## config.mk

```make
export PLATFORM = sky130hd
export DESIGN_NAME = mdio_link_poller
export DESIGN_NICKNAME = d
export VERILOG_FILES = /design/src/rtl/mdio_poll_pkg.sv /design/src/rtl/mdio_poll_seq.sv /design/src/rtl/mdio_status_vec.sv /design/src/rtl/mdio_link_mon.sv /design/src/rtl/mdio_link_poller.sv
export SDC_FILE = /design/constraint.sdc
export NUM_CORES = 1
export LEC_CHECK = 0
export ABC_AREA = 1
export BUFFER_PORTS_ARGS = -buffer_cell sky130_fd_sc_hd__clkbuf_2
export CAP_MARGIN = 0
export CORE_MARGIN = 2
export CORE_UTILIZATION = 52
export DETAILED_ROUTE_END_ITERATION = 8
export PLACE_DENSITY = 0.87
export RECOVER_POWER = 25
export SLEW_MARGIN = 10
export SYNTH_ARGS = -nofsm -noshare
export SYNTH_HDL_FRONTEND = slang
export SYNTH_HIERARCHICAL = 1
export SYNTH_SLANG_ARGS = --single-unit
```

## constraint.sdc

```tcl
create_clock -name clk -period 2 [get_ports clk]
set_clock_uncertainty 0.1 [all_clocks]
set_input_delay 0.5 -clock clk [delete_from_list [all_inputs] [get_ports clk]]
set_output_delay 0.5 -clock clk [all_outputs]
set_load 0.05 [all_outputs]
```

## src/rtl/mdio_poll_pkg.sv

```systemverilog
// Shared constants and types of the MDIO link polling engine.
// Assumes 5-bit PHY and register addresses as on a standard management bus.
package mdio_poll_pkg;
    localparam int unsigned PHY_AW   = 5;
    localparam int unsigned NUM_PHY  = 1 << PHY_AW;
    localparam int unsigned REG_AW   = 5;
    localparam int unsigned RD_W     = 16;
    localparam int unsigned LINK_BIT = 2;
    localparam logic [REG_AW-1:0] STATUS_REG = 5'd1;

    typedef enum logic [1:0] {
        SEQ_IDLE = 2'd0,
        SEQ_SCAN = 2'd1,
        SEQ_WAIT = 2'd2
    } seq_state_e;
endpackage

```

## src/rtl/mdio_poll_seq.sv

```systemverilog
// Poll sequencer: walks PHY addresses in ascending order and skips masked-off
// ones at one address per cycle. It issues one status-read request per enabled
// address and holds it until the shifter reports done. It yields to a pending
// host transaction before each new frame.
// Assumes done is a one-cycle pulse that arrives only while req is high.
module mdio_poll_seq
    import mdio_poll_pkg::*;
(
    input  logic              clk,
    input  logic              rst_n,
    input  logic              enable,
    input  logic [NUM_PHY-1:0] poll_mask,
    input  logic              host_pend,
    input  logic              done,
    output logic              req,
    output logic [PHY_AW-1:0] phy,
    output logic              poll_done
);
    seq_state_e        state_q;
    logic [PHY_AW-1:0] ptr_q;

    // Sequencer state and address pointer.
    always_ff @(posedge clk) begin
        if (!rst_n) begin
            state_q <= SEQ_IDLE;
            ptr_q   <= '0;
        end else begin
            case (state_q)
                SEQ_IDLE: if (enable) state_q <= SEQ_SCAN;
                SEQ_SCAN: begin
                    if (!enable)                state_q <= SEQ_IDLE;
                    else if (!poll_mask[ptr_q]) ptr_q   <= ptr_q + 1'b1;
                    else if (!host_pend)        state_q <= SEQ_WAIT;
                end
                SEQ_WAIT: if (done) begin
                    ptr_q   <= ptr_q + 1'b1;
                    state_q <= SEQ_SCAN;
                end
                default: state_q <= SEQ_IDLE;
            endcase
        end
    end

    // Request outputs.
    always_comb begin
        req       = (state_q == SEQ_WAIT);
        phy       = ptr_q;
        poll_done = (state_q == SEQ_WAIT) && done;
    end

    a_r1_req_needs_enable: assert property (@(posedge clk) disable iff (!rst_n)
        $rose(req) |-> $past(enable));
    a_r7_no_start_under_host: assert property (@(posedge clk) disable iff (!rst_n)
        $rose(req) |-> !$past(host_pend));
    a_r2_req_held: assert property (@(posedge clk) disable iff (!rst_n)
        (req && !done) |=> (req && $stable(phy)));
    a_r3_only_enabled_addr: assert property (@(posedge clk) disable iff (!rst_n)
        $rose(req) |-> $past(poll_mask[phy]));
    a_r12_stays_off: assert property (@(posedge clk) disable iff (!rst_n)
        (!req && !enable) |=> !req);
endmodule

```

## src/rtl/mdio_status_vec.sv

```systemverilog
// Status vectors: one link bit and one alive bit per PHY address. They are
// updated by each completed poll frame and by completed host reads (alive only).
// Assumes poll results and host results may land in the same cycle; the
// poll result wins when both name the same address.
module mdio_status_vec
    import mdio_poll_pkg::*;
(
    input  logic               clk,
    input  logic               rst_n,
    input  logic               poll_done,
    input  logic [PHY_AW-1:0]  poll_phy,
    input  logic               poll_ack,
    input  logic               poll_link,
    input  logic               host_done,
    input  logic [PHY_AW-1:0]  host_phy,
    input  logic               host_ack,
    output logic [NUM_PHY-1:0] link_vec,
    output logic [NUM_PHY-1:0] alive_vec
);
    logic [NUM_PHY-1:0] link_d, alive_d;

    // Next values: host update first, poll result overrides.
    always_comb begin
        link_d  = link_vec;
        alive_d = alive_vec;
        if (host_done) alive_d[host_phy] = host_ack;
        if (poll_done) begin
            alive_d[poll_phy] = poll_ack;
            link_d[poll_phy]  = poll_ack & poll_link;
        end
    end

    // Vector registers.
    always_ff @(posedge clk) begin
        if (!rst_n) begin
            link_vec  <= '0;
            alive_vec <= '0;
        end else begin
            link_vec  <= link_d;
            alive_vec <= alive_d;
        end
    end

    a_r4_ack_updates: assert property (@(posedge clk) disable iff (!rst_n)
        (poll_done && poll_ack) |=> (alive_vec[$past(poll_phy)] &&
            link_vec[$past(poll_phy)] == $past(poll_link)));
    a_r5_noack_clears: assert property (@(posedge clk) disable iff (!rst_n)
        (poll_done && !poll_ack) |=> (!alive_vec[$past(poll_phy)] && !link_vec[$past(poll_phy)]));
    a_r4_link_quiet: assert property (@(posedge clk) disable iff (!rst_n)
        !poll_done |=> $stable(link_vec));
    a_r6_host_alive: assert property (@(posedge clk) disable iff (!rst_n)
        (host_done && !(poll_done && poll_phy == host_phy)) |=>
            (alive_vec[$past(host_phy)] == $past(host_ack)));
endmodule

```

## src/rtl/mdio_link_mon.sv

```systemverilog
// Link monitor slot: selects a link indication (polled vector bit or external
// input) and flags any change in a sticky raw bit. The raw bit is cleared by
// write-1 strobe, with set priority. It also drives the enable-gated copy.
// Assumes ext_link is already synchronous to clk.
module mdio_link_mon
    import mdio_poll_pkg::*;
(
    input  logic               clk,
    input  logic               rst_n,
    input  logic [NUM_PHY-1:0] link_vec,
    input  logic [PHY_AW-1:0]  phy_sel,
    input  logic               use_ext,
    input  logic               ext_link,
    input  logic               inten,
    input  logic               clr,
    output logic               raw,
    output logic               masked
);
    logic sel_link, prev_q, changed;

    // Source selection and change detection.
    always_comb begin
        sel_link = use_ext ? ext_link : link_vec[phy_sel];
        changed  = (sel_link != prev_q);
        masked   = raw & inten;
    end

    // Previous indication and sticky flag.
    always_ff @(posedge clk) begin
        if (!rst_n) begin
            prev_q <= 1'b0;
            raw    <= 1'b0;
        end else begin
            prev_q <= sel_link;
            raw    <= (raw & ~clr) | changed;
        end
    end

    a_r8_change_flags: assert property (@(posedge clk) disable iff (!rst_n)
        (sel_link != prev_q) |=> raw);
    a_r11_flag_holds: assert property (@(posedge clk) disable iff (!rst_n)
        (sel_link == prev_q && !clr) |=> $stable(raw));
    a_r11_clear_works: assert property (@(posedge clk) disable iff (!rst_n)
        (sel_link == prev_q && clr) |=> !raw);
endmodule

```

## src/rtl/mdio_link_poller.sv

```systemverilog
// Top of the MDIO link polling engine: sequencer, status vectors and NUM_MON
// link monitor slots. Only the link bit of the read data is used; the
// remaining data bits are ignored.
// Assumes a shared shifter that accepts req and answers with a done pulse.
module mdio_link_poller
    import mdio_poll_pkg::*;
#(
    parameter int unsigned NUM_MON = 2
)(
    input  logic                      clk,
    input  logic                      rst_n,
    input  logic                      cfg_enable,
    input  logic [NUM_PHY-1:0]        cfg_poll_mask,
    input  logic [NUM_MON*PHY_AW-1:0] cfg_mon_phy,
    input  logic [NUM_MON-1:0]        cfg_mon_linksel,
    input  logic [NUM_MON-1:0]        cfg_mon_inten,
    input  logic [NUM_MON-1:0]        irq_clr,
    input  logic                      host_pend,
    input  logic                      host_rd_done,
    input  logic [PHY_AW-1:0]         host_rd_phy,
    input  logic                      host_rd_ack,
    output logic                      mdio_req,
    output logic [PHY_AW-1:0]         mdio_phy,
    output logic [REG_AW-1:0]         mdio_reg,
    input  logic                      mdio_done,
    input  logic                      mdio_ack,
    input  logic [RD_W-1:0]           mdio_rdata,
    input  logic [NUM_MON-1:0]        ext_link,
    output logic [NUM_PHY-1:0]        link_vec,
    output logic [NUM_PHY-1:0]        alive_vec,
    output logic [NUM_MON-1:0]        link_irq_raw,
    output logic [NUM_MON-1:0]        link_irq_masked
);
    logic poll_done;
    logic unused_rdata_bits;

    // Fixed status register address; other data bits are unused by design.
    always_comb begin
        mdio_reg          = STATUS_REG;
        unused_rdata_bits = ^mdio_rdata;
    end

    mdio_poll_seq u_seq (
        .clk       (clk),
        .rst_n     (rst_n),
        .enable    (cfg_enable),
        .poll_mask (cfg_poll_mask),
        .host_pend (host_pend),
        .done      (mdio_done),
        .req       (mdio_req),
        .phy       (mdio_phy),
        .poll_done (poll_done)
    );

    mdio_status_vec u_vec (
        .clk       (clk),
        .rst_n     (rst_n),
        .poll_done (poll_done),
        .poll_phy  (mdio_phy),
        .poll_ack  (mdio_ack),
        .poll_link (mdio_rdata[LINK_BIT]),
        .host_done (host_rd_done),
        .host_phy  (host_rd_phy),
        .host_ack  (host_rd_ack),
        .link_vec  (link_vec),
        .alive_vec (alive_vec)
    );

    for (genvar m = 0; m < NUM_MON; m++) begin : g_mon
        mdio_link_mon u_mon (
            .clk      (clk),
            .rst_n    (rst_n),
            .link_vec (link_vec),
            .phy_sel  (cfg_mon_phy[m*PHY_AW +: PHY_AW]),
            .use_ext  (cfg_mon_linksel[m]),
            .ext_link (ext_link[m]),
            .inten    (cfg_mon_inten[m]),
            .clr      (irq_clr[m]),
            .raw      (link_irq_raw[m]),
            .masked   (link_irq_masked[m])
        );
    end
endmodule

```

== After elaboration in Yosys (flattened, before gate mapping) ==
Cells that the tools add are included.

* Equality and inequality tests: 10
* $add $sub $neg: 1
* Bitwise operators: 9
* Reductions and logical operators: 7
* Mux-type cells: 27
* Order comparisons: 6

{| class="wikitable"
|+ Operator list
! kind !! number
|-
| bitwise mux 32 bit || 3
|-
| 2-to-1 mux 32 bit || 2
|-
| less-than comparator 5 x 6 -> 1 bit (second input constant) || 4
|-
| binary-select mux 1 bit (select 5 bit) || 3
|-
| 2-to-1 mux 5 bit || 3
|-
| demux 1 bit (select 5 bit) || 2
|-
| greater-or-equal comparator 5 x 1 -> 1 bit (second input constant) || 2
|-
| 2-to-1 mux 2 bit || 5
|-
| case mux 5 bit (2 select lines) || 1
|-
| AND reduction 4 bit || 2
|-
| 2-to-1 mux 1 bit || 7
|-
| inequality test 2 bit (second input constant) || 3
|-
| case mux 2 bit (3 select lines) || 1
|-
| adder 5 x 1 -> 5 bit (second input constant) || 1
|-
| bitwise AND 1 bit || 5
|-
| logical AND 1 bit || 3
|-
| inequality test 3 x 2 -> 1 bit (second input constant) || 1
|-
| inequality test 3 bit (second input constant) || 1
|-
| == test 2 x 1 -> 1 bit (second input constant) || 1
|-
| == test 2 bit (second input constant) || 1
|-
| logical NOT 2 bit || 1
|-
| inequality test 1 bit || 2
|-
| inequality test 2 x 1 -> 1 bit (second input constant) || 1
|-
| inverter 1 bit || 2
|-
| other kinds (2) || 3
|}

* Input bits: 79
* Output and inout port bits: 79
* Bits in registers: 75
* Logic and storage cells: 68

== Depth between registers and ports, before layout ==
* Depth after elaboration: 8
* Depth in mapped cells: 14
* Depth with buffers taken out: 13

== By module ==
The synthesis kept the hierarchy.

{| class="wikitable"
|+ By module, submodules not included
! module !! cells each !! seq. area each (um^2) !! area each (um^2) !! times used
|-
| mdio_status_vec || 491 || 1281.2 || 3235.6 || 1
|-
| mdio_link_mon || 91 || 40.0 || 504.2 || 2
|-
| mdio_poll_seq || 153 || 140.1 || 829.5 || 1
|-
| mdio_link_poller || 7 || 0.0 || 45.0 || 1
|}

== Worst setup path before layout ==
No wires, ideal clock.

* Path kind: reg-to-reg
* Start point: reg u_seq.state_q[1]
* End point: reg u_vec.alive_vec[27]
* Data arrival time: 2.190 ns
* Cell stages (with the launch flop): 12
* Slack: -0.399 ns
* Path through: dfxtp_1 -> inv_1 -> nor2_1 -> inv_1 -> nor2_1 -> nand3_1 -> inv_1 -> nand2_1 -> o21ai_0 -> inv_1 -> nand2_1 -> inv_1

* Word-level cells in the longest chain between the ends: 3

{| class="wikitable"
|+ RTL lines
! what !! line !! text
|-
| start: declaration || mdio_poll_seq.sv:19 || <nowiki>seq_state_e state_q;</nowiki>
|-
| start signal: assignment || mdio_poll_seq.sv:25 || <nowiki>state_q <= SEQ_IDLE;</nowiki>
|-
| start signal: assignment || mdio_poll_seq.sv:29 || <nowiki>SEQ_IDLE: if (enable) state_q <= SEQ_SCAN;</nowiki>
|-
| start signal: assignment || mdio_poll_seq.sv:31 || <nowiki>if (!enable) state_q <= SEQ_IDLE;</nowiki>
|-
| == test 2 bit || - ||
|-
| named net mdio_req || mdio_link_poller.sv:22 || <nowiki>output logic mdio_req,</nowiki>
|-
| logical AND 1 bit || mdio_poll_seq.sv:48 || <nowiki>poll_done = (state_q == SEQ_WAIT) && done;</nowiki>
|-
| named net poll_done || mdio_link_poller.sv:34 || <nowiki>logic poll_done;</nowiki>
|-
| 2-to-1 mux 32 bit || mdio_status_vec.sv:27 || <nowiki>if (poll_done) begin</nowiki>
|-
| end signal: assignment || mdio_status_vec.sv:40 || <nowiki>alive_vec <= alive_d;</nowiki>
|-
| end: declaration || mdio_status_vec.sv:18 || <nowiki>output logic [NUM_PHY-1:0] alive_vec</nowiki>
|}

The timed path passes the listed nets, and every way through them passes these cells.
A chain may end at the register's enable or synchronous reset.

== Worst setup path after layout ==
* Start point: reg u_seq.ptr_q[1] (netlist: u_seq/phy[1])
* End point: out mdio_phy[1]

{| class="wikitable"
|+ RTL lines
! what !! line !! text
|-
| start: declaration || mdio_poll_seq.sv:20 || <nowiki>logic [PHY_AW-1:0] ptr_q;</nowiki>
|-
| start signal: assignment || mdio_poll_seq.sv:32 || <nowiki>else if (!poll_mask[ptr_q]) ptr_q <= ptr_q + 1'b1;</nowiki>
|-
| start signal: assignment || mdio_poll_seq.sv:36 || <nowiki>ptr_q <= ptr_q + 1'b1;</nowiki>
|-
| end: declaration || mdio_link_poller.sv:23 || <nowiki>output logic [PHY_AW-1:0] mdio_phy,</nowiki>
|}

No word-level cell between the ends.

==> results_dict.tcl <==
set metrics [dict create \
    ant_nets 0 \
    worstMarginPinSlew_ns 0.631 \
    cts_max_level 3 \
    yosys_warnings 6 \
    min_period_ns 1.92 \
    syn_area_per_cell_um2 6.14 \
    clk_latency_ns 0.35 \
    layout-drive-gt1-share 0.201 \
    crit_end "mdio_phy[1]" \
    reg2reg_to "u_vec/alive_vec[24]" \
    synth-edff-count 0 \
    placed_area_mm2 0.00581 \
    cp_max_fo 13 \
    ff2ff_path_depth 13 \
    die-area_mm2 0.0107 \
    cts.sinks 75 \
    pre_cts_ws_ns 0.0315 \
    row_count 36 \
    rrSetupSlack_ns 0.14 \
    fmax_ghz 0.522 \
    post-route-period-util 0.958 \
    grtUsageTotal 0.272 \
    cts_tree "built" \
    clock_path_buffers 2 \
    grt_pass1_wl_mm 23.0 \
    ys_ff_latch 75 \
    dr.pass1.iters 7 \
    grt-ovfl-total 0 \
    hold_depth 3 \
    routed-wl-met3_mm 1.19 \
    netlist_area_mm2 0.00512 \
    viasPerCell 5.29 \
    timing.rr.start "u_seq/state_q[1]" \
    area_growth_pct 17.7 \
    place.gp.congestion 0.976 \
    syn_inst 833 \
    hold_path.class "in2reg" \
    cp.arrival_ns 1.32 \
    cap_violations 0 \
    max_slew_margin 0.579 \
    path_class "reg2out" \
    cts-root-buf "clkbuf_8" \
    ys_seq_area_frac 0.293 \
    drt_iter0_drc 531 \
    critical_path.startpoint_type "flip-flop" \
    cp-end-kind "output pin" \
    fin_nets 1039 \
    ys_async_sr_fraction 0 \
    drc 0 \
    yosys_most_used_dff "dfxtp_1" \
    rsz0062_at_grt "true" \
    wl_met1_mm 5.76 \
    core_mm2 0.00968 \
    synth.distinct_cells 30 \
    hpwl_mm 11.0 \
    dr_wl_met2_mm 7.06 \
    setup_viol 0 \
    vias 5799 \
    num_antenna_cells 0 \
    numCtsBuffers 9 \
    grt_max_degree 33 \
    fp.dieW_um 103 \
    die_h_um 103 \
    startpoint "u_seq/phy[1]" \
    final_hold_viol_count 0 \
    clk_pin_slew_worst_paths_ns 0.09 \
    status "complete, no violations" \
    whs_ns 0.329 \
    peakVddDrop_mv 0.383 \
    power.density_mw_per_mm2 594 \
    wl_mm 14.5 \
    final_area_mm2 0.00603 \
    antenna_found_initial 0 \
    final-max-slew-violation-count 0 \
    cp.required_ns 1.40 \
    wl_per_cell_um 13.2 \
    port_buffers 137 \
    initial_utilization 0.529 \
    postCtsSetupBuffers 0 \
    pin_count 158 \
    p_leak_nw 3.02 \
    fin_ws_ns 0.0846 \
    routed.top_layer "met4" \
    grt_pass1_vias 5018 \
]
worst max-delay path: stages (launching register included):
cell	delay (ns)
dfxtp_1	0.45
buf_4	0.23
buf_2	0.28
per-layer routing:
layer | vias to the layer above | GRT usage
met2 | 283 | 0.468
met3 | 41 | 0.0551
met5 | - | 0
li1 | 2901 | -
met1 | 2574 | 0.331
met4 | 0 | 0.118
cell usage in the layout, fill, tap and decap left out, types with 2 or more instances in the layout:
cell type  Yosys  final
nand2_1      200    200
nand3_2       12     14
inv_6          1      4
nor2_1        82     75
buf_4          7     13
nand3_4        3      3
dfxtp_1       75     73
nand2_2       22     22
nand3b_1       4      4
nor2_2         1      7
o21ai_0       55     55
inv_2          3      3
o21ai_1        4      4
nor2_4         3      4
inv_1        110    110
nand4_1        4      4
clkbuf_2       0    102
nand3_1      138    136
clkbuf_8       0      9
conb_1         2      5
inv_8          2      3
clkbuf_1      13     34
a21oi_1       56     56
clkinv_2       3      3
xor2_1         3      3
dfxtp_2        0      2
bufinv_16      0      2
a21boi_0       8      8
how the worst min path moves through the flow:
stage / from / slack [ns] / endpoint
3_3_place_gp: u_vec/link_vec[29] / 0.42 / u_vec/link_vec[29]
5_1_grt: ext_link[1] / 0.33 / g_mon[1].u_mon/prev_q
2_1_floorplan: g_mon[0].u_mon/prev_q / 0.41 / g_mon[0].u_mon/raw
3_5_place_dp: u_vec/link_vec[13] / 0.42 / u_vec/link_vec[13]
6_report: ext_link[1] / 0.33 / g_mon[1].u_mon/prev_q
4_1_cts: ext_link[1] / 0.31 / g_mon[1].u_mon/prev_q
area by class of cell:
| type | instances | area [um2] |
|---|---|---|
| flip-flops and latches | 75 | 1500 |
| repair buffers | 151 | 761 |
| inverters | 119 | 470 |
| well taps | 133 | 166 |
| clock buffers | 9 | 124 |
| multi-input cells | 603 | 2900 |
| clock inverters | 7 | 106 |
| fillers | 947 | 3660 |
registers in the layout, indices dropped and copies added, names as in the netlist:
name,cells
g_mon.u_mon/prev_q,2
g_mon.u_mon/raw,2
u_seq/state_q,2
u_seq/phy,5
u_vec/alive_vec,32
u_vec/link_vec,32
synthesized netlist by cell type (2+ instances only):
cell type / count / share of area
xor2_1: 3 / 0.0051
buf_12: 2 / 0.0078
nand2_1: 200 / 0.15
o21ai_1: 4 / 0.0039
nand3_4: 3 / 0.010
buf_6: 11 / 0.024
a21oi_1: 56 / 0.055
buf_2: 6 / 0.0059
nand3_2: 12 / 0.023
nand4_1: 4 / 0.0049
a21boi_0: 8 / 0.012
dfxtp_1: 75 / 0.29
buf_4: 7 / 0.010
nand3b_1: 4 / 0.0059
nand3_1: 138 / 0.13
inv_2: 3 / 0.0022
inv_8: 2 / 0.0044
inv_1: 110 / 0.081
nand2_2: 22 / 0.027
clkinv_2: 3 / 0.0029
nor2_1: 82 / 0.060
clkbuf_1: 13 / 0.0095
nor2_4: 3 / 0.0066
o21ai_0: 55 / 0.054
conb_1: 2 / 0.0015
cell families after synthesis:
family | count (synthesis) | share of synthesized area
AO/OA/AOI/OAI | 125 | 0.127
XOR/XNOR | 3 | 0.00513
adder cells (fa/ha/maj) | 1 | 0.00244
buffers and inverters | 158 | 0.150
flip-flops | 75 | 0.293
other | 2 | 0.00147
AND/OR/NAND/NOR | 469 | 0.421
repair_timing:
action	CTS	global route
resized for setup	1	9
setup endpoints to repair	1	20
endpoints found under the hold margin	0	0
hold buffers	0	0
through the flow:
| step | util | power [W] | cells | setup TNS, ns |
|---|---|---|---|---|
| global placement | 0.600 | 0.00226 | 1081 | 0 |
| finish | 0.622 | 0.00358 | 1097 | 0 |
| detailed placement | 0.600 | 0.00227 | 1081 | 0 |
| floorplan | - | 0.00211 | 836 | 0 |
| CTS | 0.624 | 0.00359 | 1097 | 0 |
| global route | 0.622 | 0.00377 | 1097 | -0.00249 |
power by group:
part / total, W / switching (W) / leakage, nW / internal (W)
Clock: 0.00135 / 0.000619 / 0.117 / 0.000727
Sequential: 0.00154 / 0.0000219 / 0.607 / 0.00152
Combinational: 0.000699 / 0.000483 / 2.30 / 0.000216
No activity file was read; power rests on OpenSTA's default activity.
